### config.mk
export PLATFORM = sky130hd
export DESIGN_NAME = crs_sampler
export DESIGN_NICKNAME = d
export VERILOG_FILES = /design/src/rtl/crs_sampler_pkg.sv /design/src/rtl/crs_sticky.sv /design/src/rtl/crs_shifter.sv /design/src/rtl/crs_sampler.sv
export SDC_FILE = /design/constraint.sdc
export NUM_CORES = 1
export LEC_CHECK = 0
export BUFFER_PORTS_ARGS = -buffer_cell sky130_fd_sc_hd__buf_2
export CAP_MARGIN = 20
export CORE_MARGIN = 10
export CORE_UTILIZATION = 40
export DETAILED_ROUTE_END_ITERATION = 10
export PLACE_DENSITY = 0.56
export SLEW_MARGIN = 10
export SYNTH_ARGS = -nofsm -noshare
export SYNTH_HDL_FRONTEND = slang
export SYNTH_SLANG_ARGS = --single-unit
### constraint.sdc
create_clock -name clk -period 1.6 [get_ports clk]
set_input_delay 0.24 -clock clk [delete_from_list [all_inputs] [get_ports clk]]
set_output_delay 0.24 -clock clk [all_outputs]
set_load 0.05 [all_outputs]
### src/rtl/crs_sampler_pkg.sv
package crs_sampler_pkg;
    typedef enum logic {
        ST_IDLE  = 1'b0,
        ST_SHIFT = 1'b1
    } shift_state_e;
endpackage

### src/rtl/crs_sticky.sv
// Per-port sticky activity latches, cleared by the sample strobe.
module crs_sticky #(
    parameter int NPORT = 9
) (
    input  logic             clk,
    input  logic             rst_n,
    input  logic [NPORT-1:0] crs_in,
    input  logic             strb,
    output logic [NPORT-1:0] sticky
);
    for (genvar p = 0; p < NPORT; p++) begin : g_port
        always_ff @(posedge clk) begin
            if (!rst_n) begin
                sticky[p] <= 1'b0;
            end else if (strb) begin
                sticky[p] <= 1'b0;
            end else if (crs_in[p]) begin
                sticky[p] <= 1'b1;
            end
        end
    end
endmodule

### src/rtl/crs_shifter.sv
// Loads a snapshot on strobe and shifts it out LSB first.
module crs_shifter
    import crs_sampler_pkg::*;
#(
    parameter int NPORT = 9
) (
    input  logic             clk,
    input  logic             rst_n,
    input  logic             strb,
    input  logic [NPORT-1:0] snap,
    output logic             ser_dat,
    output logic             ser_vld
);
    localparam int CW = $clog2(NPORT + 1);
    localparam logic [CW-1:0] LAST = CW'(NPORT - 1);

    shift_state_e    state_q, state_d;
    logic [NPORT-1:0] sreg_q;
    logic [CW-1:0]    cnt_q;

    always_comb begin
        state_d = state_q;
        unique case (state_q)
            ST_IDLE:  if (strb) state_d = ST_SHIFT;
            ST_SHIFT: if (strb) state_d = ST_SHIFT;
                      else if (cnt_q == LAST) state_d = ST_IDLE;
            default:  state_d = ST_IDLE;
        endcase
    end

    always_ff @(posedge clk) begin
        if (!rst_n) state_q <= ST_IDLE;
        else        state_q <= state_d;
    end

    always_ff @(posedge clk) begin
        if (!rst_n) begin
            sreg_q <= '0;
            cnt_q  <= '0;
        end else if (strb) begin
            sreg_q <= snap;
            cnt_q  <= '0;
        end else if (state_q == ST_SHIFT) begin
            sreg_q <= sreg_q >> 1;
            cnt_q  <= cnt_q + 1'b1;
        end
    end

    assign ser_vld = (state_q == ST_SHIFT);
    assign ser_dat = ser_vld & sreg_q[0];
endmodule

### src/rtl/crs_sampler.sv
module crs_sampler #(
    parameter int NTP   = 8,
    parameter int NPORT = NTP + 1
) (
    input  logic             clk,
    input  logic             rst_n,
    input  logic [NPORT-1:0] crs_in,
    input  logic             strb,
    output logic             ser_dat,
    output logic             ser_vld
);
    logic [NPORT-1:0] sticky;
    logic [NPORT-1:0] snap;

    crs_sticky #(.NPORT(NPORT)) u_sticky (
        .clk(clk), .rst_n(rst_n), .crs_in(crs_in), .strb(strb), .sticky(sticky)
    );

    // activity in the strobe clock itself belongs to this snapshot
    assign snap = sticky | crs_in;

    crs_shifter #(.NPORT(NPORT)) u_shift (
        .clk(clk), .rst_n(rst_n), .strb(strb), .snap(snap),
        .ser_dat(ser_dat), .ser_vld(ser_vld)
    );
endmodule

==> metrics <==
status=finished clean; total gr overflow=0; Final Skew=0.003139 ns; Worst-Skew Late Latency=0.31 ns; Synth Register Bits=23; worst hold margin=0.1364 ns; row count=17; Slew HR=65.67%; Worst Path Arrival=1.20 ns; share of layout cells above drive strength 1=30.19%; Area Overhead vs Synth=9.579%; CTS Buf Count=3; top cell type's share of synthesized area=47.00%; Avg Cell Area, Syn=10.42 um^2; most frequent cell after synthesis=dfxtp_1; final period utilization=90.28%; All-Layer GR Usage=7.176%; CTS tree=done; clock sinks=23; Max Slew Vio Count=0; Critical R2R Launch=u_shift.ser_vld; async set-reset flop share out of synthesis=0%; Vias per Instance=4.963; maxcap violations=0; Crit-path slowest cell=dfxtp_4; max incr delay on CP=0.48 ns; Die X=69.49 um; final std cells w/o fill=134; count of final hold-check violations=0; placed insts=130; WL final=1637 um; Worst setup startpoint=u_shift.ser_vld; CTS max path bufs=2; H-tree Lvls=1; DRC=0; time the worst path needs with I/O delays and setup=1.445 ns; Least-Margin Pin Slew=0.5149 ns; Die Y=69.49 um; first-pass GRT wire length=2932 um; Yosys cell types=23; Syn. warnings=0; cts hold-fix bufs=0; Lkg Pwr=0.5152 nW; Mapped Nets=108; Initial DRC Count=37; via count=665; Detail Placement HPWL=1154 um; hold crit path type=in2reg; number of top-level pins=14; register area share after synthesis=47.00%; synth top area cells=dfxtp_1 (47%), mux2_2 (9.2%), o211a_1 (8.2%); clock transition at the registers of the reported paths=0.12 ns; vias in the first global route=689; port bufs=13; synthesized cell area=979.7 um^2; crit path launch type=register; Final setup viols=0; EDFF count, synth=0; WP data required=1.36 ns; Placer Congestion=0.6324; CP endpoint kind=output pin; Util after Layout=47.17%; Max VDD drop=0.6727 mV; setup TNS=0 ns; TritonRoute pass-1 iters=3; root buffer cell=clkbuf_4; CP Cell Sequence=and2_2 > buf_2; Nets=121; prevailing post-synth register cell=dfxtp_1; final worst setup slack=0.1555 ns; initial antenna violation count=0; DRT antenna net count=0; critical path class=reg2out; Synth top cells by count=dfxtp_1 (23), nor2_1 (21), mux2_2 (8), o211a_1 (8), or3b_1 (6); Starting Density=43.05%; CP max FO=17; pre-CTS WS=0.1422 ns; # diodes=0; post-synth top area cell=dfxtp_1; Core Area=0.002276 mm^2; largest net degree at the start of global routing=19; Routed wire per std cell=12.22 um; Power Density=939.4 mW/mm^2; Synth Instances=94; RSZ-0062 raised after global routing=false; area of the die=0.004829 mm^2; hold path startpoint=crs_in[3]; fmax=692.3 MHz
## through the flow
step / total power (W) / instance area (um^2)
5_1_grt: 0.001069 / 1074
2_1_floorplan: 0.0007352 / 979.7
4_1_cts: 0.001031 / 1071
3_3_place_gp: 0.0007580 / 1044
3_5_place_dp: 0.0007622 / 1044
6_report: 0.001008 / 1074
## metal layers
| layer | wire (um) | vias up | GRT usage [%] |
|---|---|---|---|
| met1 | 803 | 302 | 8.091 |
| met4 | 23 | 0 | 3.326 |
| li1 | - | 348 | - |
| met3 | 85 | 5 | 3.424 |
| met2 | 725 | 10 | 11.09 |
| met5 | 0 | - | 0 |
## kinds of logic after synthesis
family / Yosys count / synth area share [%]
buffers and inverters: 8 / 5.236
multiplexers: 10 / 11.24
AO/OA/AOI/OAI: 13 / 11.49
adder cells (fa/ha/maj): 2 / 2.554
flip-flops: 23 / 47.00
AND/OR/NAND/NOR: 37 / 21.58
XOR/XNOR: 1 / 0.8942
## report_power, final
part / leakage (nW) / total (W) / switching [W] / internal, W
Combinational: 0.310 / 0.000120 / 0.0000540 / 0.0000657
Clock: 0.0150 / 0.000262 / 0.000165 / 0.0000973
Sequential: 0.190 / 0.000627 / 0.0000224 / 0.000604
Total: 0.515 / 0.00101 / 0.000241 / 0.000767
## area by class of cell
type	instances	area, um^2
tap	28	35.03
timing repair buffer	14	72.57
fill	233	1202
sequential	23	464.2
inverter	2	7.507
clock buffer	4	26.28
multi-input combinational	63	467.9
## worst max-delay path, delay by kind of cell, from the launching register on
kind / cells / cell delay, ns
and+or+nand+nor: 1 / 0.17
DFF: 1 / 0.48
buffers and inverters: 1 / 0.25
## flip-flops by register name, indices dropped and copies added, names as in the netlist
signal           count
u_shift.cnt_q        4
u_shift.sreg_q       9
u_sticky.sticky      9
u_shift.ser_vld      1
## path summary, 6_finish.rpt
kind,end,slack [ns],cells past startpoint
worst max register to register,u_shift.sreg_q[4],0.47,2
worst max-delay path,ser_dat,0.16,2
worst min-delay path,u_sticky.sticky[3],0.14,3
worst min register to register,u_sticky.sticky[1],0.47,2
## layout by cell type (no fill, tap or decap), types with 2 or more instances in the layout
master     n
o21ai_0    2
o211a_1    8
mux2_2     8
mux2i_1    2
nand3b_1   2
clkbuf_4   3
nor2_1    21
dfxtp_1   22
or3b_1     6
ha_1       2
buf_2     13
or3b_2     4
inv_1      2
## what timing repair did
item	in CTS	in global routing
setup endpoints to repair	2	1
setup buffers	0	0
gates resized for setup	1	1
No activity file was read; power rests on OpenSTA's default activity.
